<file path="src/rtl/cd_pkg.sv">
package cd_pkg;
  // carrier period geometry
  localparam int unsigned CD_MOD    = 18;
  localparam int unsigned CD_WIN_LO = 15;
  localparam int unsigned CD_WIN_HI = 17;
  localparam int unsigned CD_N_MAX  = 12;
  // vote geometry
  localparam int unsigned CD_DEPTH  = 15;
  localparam int unsigned CD_ON_TH  = 9;
  localparam int unsigned CD_OFF_TH = 6;

  // one per-period judgement
  typedef struct packed {
    logic stb;
    logic ok;
  } cd_judge_t;
endpackage

</file>
<file path="src/rtl/cd_sync_edge.sv">
module cd_sync_edge #(
  parameter int unsigned STAGES = 2
) (
  input  logic clk,
  input  logic rst_n,
  input  logic level_i,
  output logic rise_o
);
  logic [STAGES-1:0] sync_q;
  logic              last_q;

  always_ff @(posedge clk or negedge rst_n) begin
    if (!rst_n) begin
      sync_q <= '0;
      last_q <= 1'b0;
    end else begin
      sync_q <= {sync_q[STAGES-2:0], level_i};
      last_q <= sync_q[STAGES-1];
    end
  end

  assign rise_o = sync_q[STAGES-1] & ~last_q;
endmodule

</file>
<file path="src/rtl/cd_cycle_meter.sv">
module cd_cycle_meter
  import cd_pkg::*;
#(
  parameter int unsigned MOD    = CD_MOD,
  parameter int unsigned WIN_LO = CD_WIN_LO,
  parameter int unsigned WIN_HI = CD_WIN_HI,
  parameter int unsigned N_MAX  = CD_N_MAX
) (
  input  logic      clk,
  input  logic      rst_n,
  input  logic      rise_i,
  output cd_judge_t judge_o
);
  localparam int unsigned MAX_LEN = MOD * N_MAX + WIN_HI;
  localparam int unsigned TIMEOUT = MOD * (N_MAX + 1) + WIN_HI;
  localparam int unsigned PH_W    = $clog2(MOD);
  localparam int unsigned SPAN_W  = $clog2(TIMEOUT + 2);
  localparam logic [PH_W-1:0]   PH_LAST  = PH_W'(MOD - 1);
  localparam logic [PH_W-1:0]   LO_K     = PH_W'(WIN_LO);
  localparam logic [PH_W-1:0]   HI_K     = PH_W'(WIN_HI);
  localparam logic [SPAN_W-1:0] MAXLEN_K = SPAN_W'(MAX_LEN);
  localparam logic [SPAN_W-1:0] TMO_K    = SPAN_W'(TIMEOUT);

  logic [PH_W-1:0]   ph_q;
  logic [SPAN_W-1:0] span_q;
  logic              armed_q;
  logic [PH_W-1:0]   len_mod;
  logic [SPAN_W-1:0] len_full;
  logic              in_win;
  logic              len_ok;
  logic              tmo;
  cd_judge_t         judge_q;

  // length of the period ending at this edge, wrapped and unwrapped
  always_comb begin
    len_mod  = (ph_q == PH_LAST) ? '0 : ph_q + 1'b1;
    len_full = span_q + 1'b1;
    in_win   = (len_mod >= LO_K) && (len_mod <= HI_K);
    len_ok   = (len_full <= MAXLEN_K);
    tmo      = !rise_i && (span_q == TMO_K);
  end

  always_ff @(posedge clk or negedge rst_n) begin
    if (!rst_n) begin
      ph_q    <= '0;
      span_q  <= '0;
      armed_q <= 1'b0;
      judge_q <= '0;
    end else if (rise_i) begin
      ph_q        <= '0;
      span_q      <= '0;
      armed_q     <= 1'b1;
      judge_q.stb <= armed_q;
      judge_q.ok  <= armed_q && in_win && len_ok;
    end else if (tmo) begin
      ph_q        <= '0;
      span_q      <= '0;
      armed_q     <= 1'b0;
      judge_q.stb <= 1'b1;
      judge_q.ok  <= 1'b0;
    end else begin
      ph_q        <= (ph_q == PH_LAST) ? '0 : ph_q + 1'b1;
      span_q      <= span_q + 1'b1;
      judge_q.stb <= 1'b0;
      judge_q.ok  <= 1'b0;
    end
  end

  assign judge_o = judge_q;


  span_bound_chk: assert property (@(posedge clk) disable iff (!rst_n)
    span_q <= TMO_K);


  good_needs_arm_chk: assert property (@(posedge clk) disable iff (!rst_n)
    (rise_i && !armed_q) |=> !judge_q.ok);


  tmo_bad_chk: assert property (@(posedge clk) disable iff (!rst_n)
    tmo |=> (judge_q.stb && !judge_q.ok && span_q == '0));
endmodule

</file>
<file path="src/rtl/cd_majority.sv">
module cd_majority
  import cd_pkg::*;
#(
  parameter int unsigned DEPTH  = CD_DEPTH,
  parameter int unsigned ON_TH  = CD_ON_TH,
  parameter int unsigned OFF_TH = CD_OFF_TH
) (
  input  logic      clk,
  input  logic      rst_n,
  input  cd_judge_t judge_i,
  output logic      det_n_o
);
  localparam int unsigned CNT_W = $clog2(DEPTH + 1);
  localparam logic [CNT_W-1:0] ON_K  = CNT_W'(ON_TH);
  localparam logic [CNT_W-1:0] OFF_K = CNT_W'(OFF_TH);

  logic [DEPTH-1:0] hist_q;
  logic [CNT_W-1:0] ones;
  logic             det_n_q;

  always_ff @(posedge clk or negedge rst_n) begin
    if (!rst_n) hist_q <= '0;
    else if (judge_i.stb) hist_q <= {hist_q[DEPTH-2:0], judge_i.ok};
  end

  always_comb begin
    ones = '0;
    for (int i = 0; i < DEPTH; i++) ones = ones + CNT_W'(hist_q[i]);
  end

  always_ff @(posedge clk or negedge rst_n) begin
    if (!rst_n) det_n_q <= 1'b1;
    else if (ones >= ON_K) det_n_q <= 1'b0;
    else if (ones <= OFF_K) det_n_q <= 1'b1;
  end

  assign det_n_o = det_n_q;


  assert_on_chk: assert property (@(posedge clk) disable iff (!rst_n)
    $fell(det_n_q) |-> $past(ones) >= ON_K);


  release_chk: assert property (@(posedge clk) disable iff (!rst_n)
    $rose(det_n_q) |-> $past(ones) <= OFF_K);


  hold_band_chk: assert property (@(posedge clk) disable iff (!rst_n)
    (ones > OFF_K && ones < ON_K) |=> $stable(det_n_q));


  hist_quiet_chk: assert property (@(posedge clk) disable iff (!rst_n)
    !judge_i.stb |=> $stable(hist_q));
endmodule

</file>
<file path="src/rtl/carrier_detect.sv">
module carrier_detect
  import cd_pkg::*;
(
  input  logic clk,
  input  logic rst_n,
  input  logic zc_in,
  output logic det_n
);
  logic      rise;
  cd_judge_t judge;

  cd_sync_edge #(.STAGES(2)) u_sync (
    .clk     (clk),
    .rst_n   (rst_n),
    .level_i (zc_in),
    .rise_o  (rise)
  );

  cd_cycle_meter #(
    .MOD    (CD_MOD),
    .WIN_LO (CD_WIN_LO),
    .WIN_HI (CD_WIN_HI),
    .N_MAX  (CD_N_MAX)
  ) u_meter (
    .clk     (clk),
    .rst_n   (rst_n),
    .rise_i  (rise),
    .judge_o (judge)
  );

  cd_majority #(
    .DEPTH  (CD_DEPTH),
    .ON_TH  (CD_ON_TH),
    .OFF_TH (CD_OFF_TH)
  ) u_vote (
    .clk     (clk),
    .rst_n   (rst_n),
    .judge_i (judge),
    .det_n_o (det_n)
  );
endmodule

</file>
<file path="config.mk">
export PLATFORM = sky130hd
export DESIGN_NAME = carrier_detect
export DESIGN_NICKNAME = d
export VERILOG_FILES = /design/src/rtl/cd_pkg.sv /design/src/rtl/cd_sync_edge.sv /design/src/rtl/cd_cycle_meter.sv /design/src/rtl/cd_majority.sv /design/src/rtl/carrier_detect.sv
export SDC_FILE = /design/constraint.sdc
export NUM_CORES = 1
export LEC_CHECK = 0
export ABC_CLOCK_PERIOD_IN_PS = 4300
export BUFFER_PORTS_ARGS = -buffer_cell sky130_fd_sc_hd__buf_2
export CAP_MARGIN = 20
export CORE_MARGIN = 5
export CORE_UTILIZATION = 40
export DETAILED_ROUTE_END_ITERATION = 6
export GPL_TIMING_DRIVEN = 1
export SLEW_MARGIN = 0
export SYNTH_ARGS = -nofsm -noshare
export SYNTH_HDL_FRONTEND = slang
export SYNTH_SLANG_ARGS = --single-unit
</file>
<file path="constraint.sdc">
create_clock -name clk -period 4.3 [get_ports clk]
set_input_delay 1.29 -clock clk [delete_from_list [all_inputs] [get_ports clk]]
set_output_delay 1.29 -clock clk [all_outputs]
set_load 0.05 [all_outputs]
</file>
== Word-level counts from Yosys, hierarchy flattened ==
Cells that the tools add are included.

* Register bits after elaboration: 35
* Bits of input ports: 3
* Output and inout port bits: 1
* Logic and storage cells: 52

* $add $sub $neg: 16
* $lt $le $gt $ge: 5
* Equality and inequality tests: 2
* Multiplexer cells: 11
* Bitwise operators: 2
* Reduce and logical (&&, ||, !) cells: 7

{| class="wikitable"
|+ Operators with widths
! kind !! count
|-
| $add 4x1->4 || 13
|-
| $mux 8 || 2
|-
| $mux 5 || 3
|-
| $add 8x1->8 const B || 1
|-
| $eq 8x8->1 const B || 1
|-
| $le 8x8->1 const B || 1
|-
| $add 5x1->5 const B || 1
|-
| $eq 5x5->1 const B || 1
|-
| $ge 5x4->1 const B || 1
|-
| $le 5x5->1 const B || 1
|-
| $ge 4x4->1 const B || 1
|-
| $le 4x3->1 const B || 1
|-
| $logic_and 1x1->1 || 4
|-
| $mux 1 || 4
|-
| $mux 2 || 2
|-
| $reduce_bool 2->1 || 2
|-
| $add 1x1->2 || 1
|-
| $and 1x1->1 || 1
|-
| $logic_not 1->1 || 1
|-
| $not 1->1 || 1
|}

== Depth between registers and ports, before layout ==
* Depth after elaboration: 17
* Depth in mapped cells: 16
* Gate-level depth less buffers: 16

== Hierarchy ==
Synthesis repeated with hierarchy kept, for this count alone.

* Cells, all modules: 181
* Area, all modules: 1995.7 µm²

{| class="wikitable"
|+ Modules (own cells, without submodules)
! module !! instances !! cells each !! area an instance (µm²) !! sequential area each (µm²)
|-
| cd_majority || 1 || 84 || 993.5 || 401.6
|-
| cd_cycle_meter || 1 || 93 || 913.4 || 400.4
|-
| cd_sync_edge || 1 || 4 || 88.8 || 75.1
|}

== Worst setup path before layout ==
OpenSTA, ideal clock, no wires.

* Path type: register to register
* From: register u_vote.hist_q[0]
* To: register u_vote.det_n_q, in the netlist u_vote.det_n_o
* Library setup time: 0.078 ns
* Data arrival time: 3.752 ns
* Required time: 4.222 ns
* Setup slack: 0.470 ns
* Stages on the path, launching flop included: 17
* Path buffers: 0
* Clock period less this slack: 3.830 ns
* Cells stage by stage: dfrtp_1 ha_1 inv_1 fa_1 inv_1 fa_1 fa_1 inv_1 fa_1 inv_1 ha_1 inv_1 fa_1 xnor2_1 o21ai_0 mux2i_1 o22ai_1

* Longest elaborated chain between the ends: 16
* Elaborated cells between the ends (all ways): 18
* Classes of those cells: add/sub: 14; order compare: 2; mux: 1; reduce/logical: 1

{| class="wikitable"
|+ RTL lines
! element !! line !! source
|-
| start, declared || cd_majority.sv:17 || <nowiki>logic [DEPTH-1:0] hist_q;</nowiki>
|-
| start signal, assigned || cd_majority.sv:23 || <nowiki>else if (judge_i.stb) hist_q <= {hist_q[DEPTH-2:0], judge_i.ok};</nowiki>
|-
| $add 1x1->2 (*) || cd_majority.sv:28 || <nowiki>for (int i = 0; i < DEPTH; i++) ones = ones + CNT_W'(hist_q[i]);</nowiki>
|-
| $add 4x1->4 (*) (13 in a row) || cd_majority.sv:28 ||
|-
| $ge 4x4->1 / $le 4x3->1 (equally long branches) || cd_majority.sv:33, cd_majority.sv:34 ||
|-
| $mux 1 / $reduce_bool 2->1 (equally long branches) || -- ||
|-
| end signal, assigned || cd_majority.sv:32 || <nowiki>if (!rst_n) det_n_q <= 1'b1;</nowiki>
|-
| end signal, assigned || cd_majority.sv:33 || <nowiki>else if (ones >= ON_K) det_n_q <= 1'b0;</nowiki>
|-
| end signal, assigned || cd_majority.sv:34 || <nowiki>else if (ones <= OFF_K) det_n_q <= 1'b1;</nowiki>
|-
| end, declared || cd_majority.sv:19 || <nowiki>logic det_n_q;</nowiki>
|}

Every way passes the cells marked *; elsewhere a longest branch is shown, timed or not.
A chain may end at the register's enable or synchronous reset.

== Worst setup path in the final report ==
Same ends and word-level chain as after synthesis.

==> key figures <==
Status
  – Outcome: complete, no violations

Power
  – Maximum VDD drop: 0.318 mV
  – Pwr/cell area: 364 nW/um2
  – Pleak: 0.00108 uW

Global routing
  – Global-route wire length before repair: 5550 um
  – Largest net degree at the start of global routing: 36
  – Global Route Usage Sum: 11.2%
  – Vias in the first global route: 1,271
  – Antenna violations before repair: 0
  – Grt ovf: 0

Layout
  – Nets: 210
  – Cell area after layout: 2130 um2
  – Fillers: 463
  – Area growth from synthesis to layout: 8.22%
  – Antenna diodes: 0
  – Final core utilization: 44.7%
  – Layout cells sized above 1: 13.4%

Route
  – Final WL: 3010 um
  – ANT nets after route: 0
  – Met2 Wirelength: 1520 um
  – Post-Route M1 WL: 1330 um
  – Routed wl met3: 87 um
  – Vias after detailed routing: 1,215
  – Initial DRC Count: 17
  – Wire length per cell: 11.8 um
  – DRC: 0
  – Routed vias/inst: 4.78
  – Initial DRT Pass Iterations: 4
  – Top Metal Used: met4

Synthesis
  – Synth cell count leaders: 34 x dfrtp_1, 30 x inv_1, 12 x ha_1, 12 x nor2_1, 11 x mux2_2
  – Largest cells by area after synthesis: dfrtp_1 43%, fa_1 9.2%, ha_1 7.6%
  – Synthesized flop and latch total: 35
  – Yosys Warn Count: 0
  – Syn_nets: 205
  – Ys flop type: dfrtp_1
  – Yosys top cell by area: dfrtp_1
  – Seq/Total Area, Yosys: 44.6%
  – Post-Syn Area per Cell: 10.9 um2
  – Async SR Flop Fraction: 100%
  – Post-synth cell types: 38
  – Synth Instances: 181
  – Mapped Area: 1960 um2
  – Top-count cell post-synth: dfrtp_1
  – Area share of the largest cell type after synthesis: 43.3%
  – EDFF count, synth: 0

STA
  – Clock skew: 0.00655 ns
  – Unrepaired setup endpoints after global routing: no
  – Final setup TNS: 0 ns
  – Minimum clock period: 4.01 ns
  – Final hold slack: 0.360 ns
  – Max Slew Vio Count: 0
  – Slew headroom: 36.0%
  – Slew @ Worst Pin: 0.953 ns
  – Final Hold Viols: 0
  – Tcrit/Tclk final: 93.2%
  – Fmax: 249 MHz
  – Endpoints failing setup: 0

Worst hold path
  – Hold_sp: u_sync.sync_q[0]
  – Hold Path End: u_sync.sync_q[1]
  – HP Class: flip-flop to flip-flop
  – Worst Hold Path Cells: 0

Floorplan
  – Die height: 80.1 um
  – Initial Util: 41.3%
  – Width of the die: 80.1 um
  – Die area: 6410 um2
  – I/O pin cnt: 4
  – Rows: 25
  – Core area: 4750 um2

Placement
  – I/O Buffers: 3
  – Gp weighted congestion: 0.795
  – Hpwl dp: 2210 um
  – Post-DP Area: 2030 um2

Clocking
  – H-tree levels: 2
  – Post-CTS Setup Inserts: 0
  – CTS tree: done
  – Number of hold buffers added after CTS: 0
  – Num CTS Buffers: 5
  – Clk root buf: clkbuf_8
  – Longest Clk Path Bufs: 2
  – # clock sinks: 35
  – Clk_lat worst skew: 0.28 ns
  – CTS resizes: 0
  – Clk slew on worst S/H paths: 0.07 ns

Setup path
  – CP required: 4.51 ns
  – CP max FO: 3
  – Crit end category: flip-flop
  – Crit path launch type: flip-flop
  – Reg2reg end: u_vote.det_n_o
  – Critical path class: flip-flop to flip-flop
  – Worst Setup SP: u_vote.hist_q[0]
  – RR Startpoint: u_vote.hist_q[0]
  – Crit path DAT: 4.22 ns
  – Setup slack, reg-to-reg: 0.29 ns
  – Depth of the worst register-to-register path: 16

Flow run
  – Max Cap Viol: 0
==> worst max-delay path by stage <==
| stage | to | slack [ns] | cells past startpoint |
|---|---|---|---|
| CTS | u_vote.det_n_o | 0.24 | 16 |
| finish | u_vote.det_n_o | 0.29 | 16 |
| global route | u_vote.det_n_o | 0.04 | 16 |
| detailed placement | u_vote.det_n_o | 0.23 | 16 |
| floorplan | u_vote.det_n_o | 0.47 | 16 |
| global placement | u_vote.det_n_o | 0.39 | 16 |
==> sequential cells by signal (all words and copies together) (netlist names) <==
| register | cells |
|---|---|
| u_meter.span_q | 8 |
| u_vote.hist_q | 15 |
| u_sync.last_q | 1 |
| u_meter.armed_q | 1 |
| u_vote.det_n_o | 1 |
| u_meter.ph_q | 5 |
| u_meter.judge_o | 2 |
| u_sync.sync_q | 2 |
==> stage by stage <==
| step | std cells | power (uW) | setup WS (ns) |
|---|---|---|---|
| final | 254 | 774 | 0.291 |
| after CTS | 254 | 792 | 0.236 |
| after global placement | 246 | 546 | 0.391 |
| after global routing | 254 | 828 | 0.0373 |
| after detailed placement | 246 | 555 | 0.235 |
| after floorplan | 181 | 525 | 0.470 |
==> layout by cell type (no fill, tap or decap), drive strengths merged, types with 2 or more instances in the layout <==
master / netlist / routed
a21o: 2 / 2
a21oi: 5 / 5
and3: 3 / 3
buf: 3 / 3
clkbuf: 2 / 5
clkinv: 0 / 3
dfrtp: 34 / 34
fa: 9 / 9
ha: 12 / 12
inv: 30 / 30
mux2: 11 / 11
nand2: 7 / 7
nand3: 6 / 6
nand3b: 3 / 3
nor2: 12 / 12
nor2b: 3 / 3
nor4: 2 / 2
o21ai: 8 / 8
o41ai: 2 / 2
or2b: 2 / 2
xnor2: 6 / 6
xor2: 5 / 5
==> cell type report <==
cell class / instances / area [um2] / share of cell area (%)
Timing Repair Buffer: 3 / 15.0 / 0.706
Tap cell: 67 / 83.8 / 3.94
Inverter: 30 / 113 / 5.30
Clock buffer: 5 / 68.8 / 3.24
Sequential cell: 35 / 877 / 41.3
Multi-Input combinational cell: 111 / 953 / 44.8
Clock inverter: 3 / 15.0 / 0.706
==> logic make-up after synthesis <==
group,Yosys count,synth area share (%)
xor gates and xnor gates,11,4.90
and+or+nand+nor,45,12.8
DFF,35,44.7
AOI/OAI and AO/OA,22,6.82
adders and majority gates,21,16.8
buffers and inverters,35,7.20
muxes,12,6.82
==> where the power goes <==
group	internal [uW]	total [uW]	switching [uW]
clock	111	227	116
sequential	361	413	51.6
combinational	62.6	135	72.2
==> per-layer routing <==
layer  GRT usage, %  vias to the layer above
met3           3.48                        7
met4           5.57                        0
met1           12.7                      598
met2           19.0                        9
li1               -                      601
met5              0                        -
==> critical path, stage by stage (launching register included) <==
cell and delay, ns:
dfrtp_1 0.40, ha_1 0.29, inv_1 0.05, fa_1 0.47, inv_1 0.05, fa_1 0.47, fa_1 0.52, inv_1 0.05
fa_1 0.43, inv_1 0.07, ha_1 0.16, inv_1 0.06, fa_1 0.40, xnor2_2 0.16, o21ai_1 0.14, mux2i_1 0.09
o22ai_1 0.15
No activity file was read; power rests on OpenSTA's default activity.
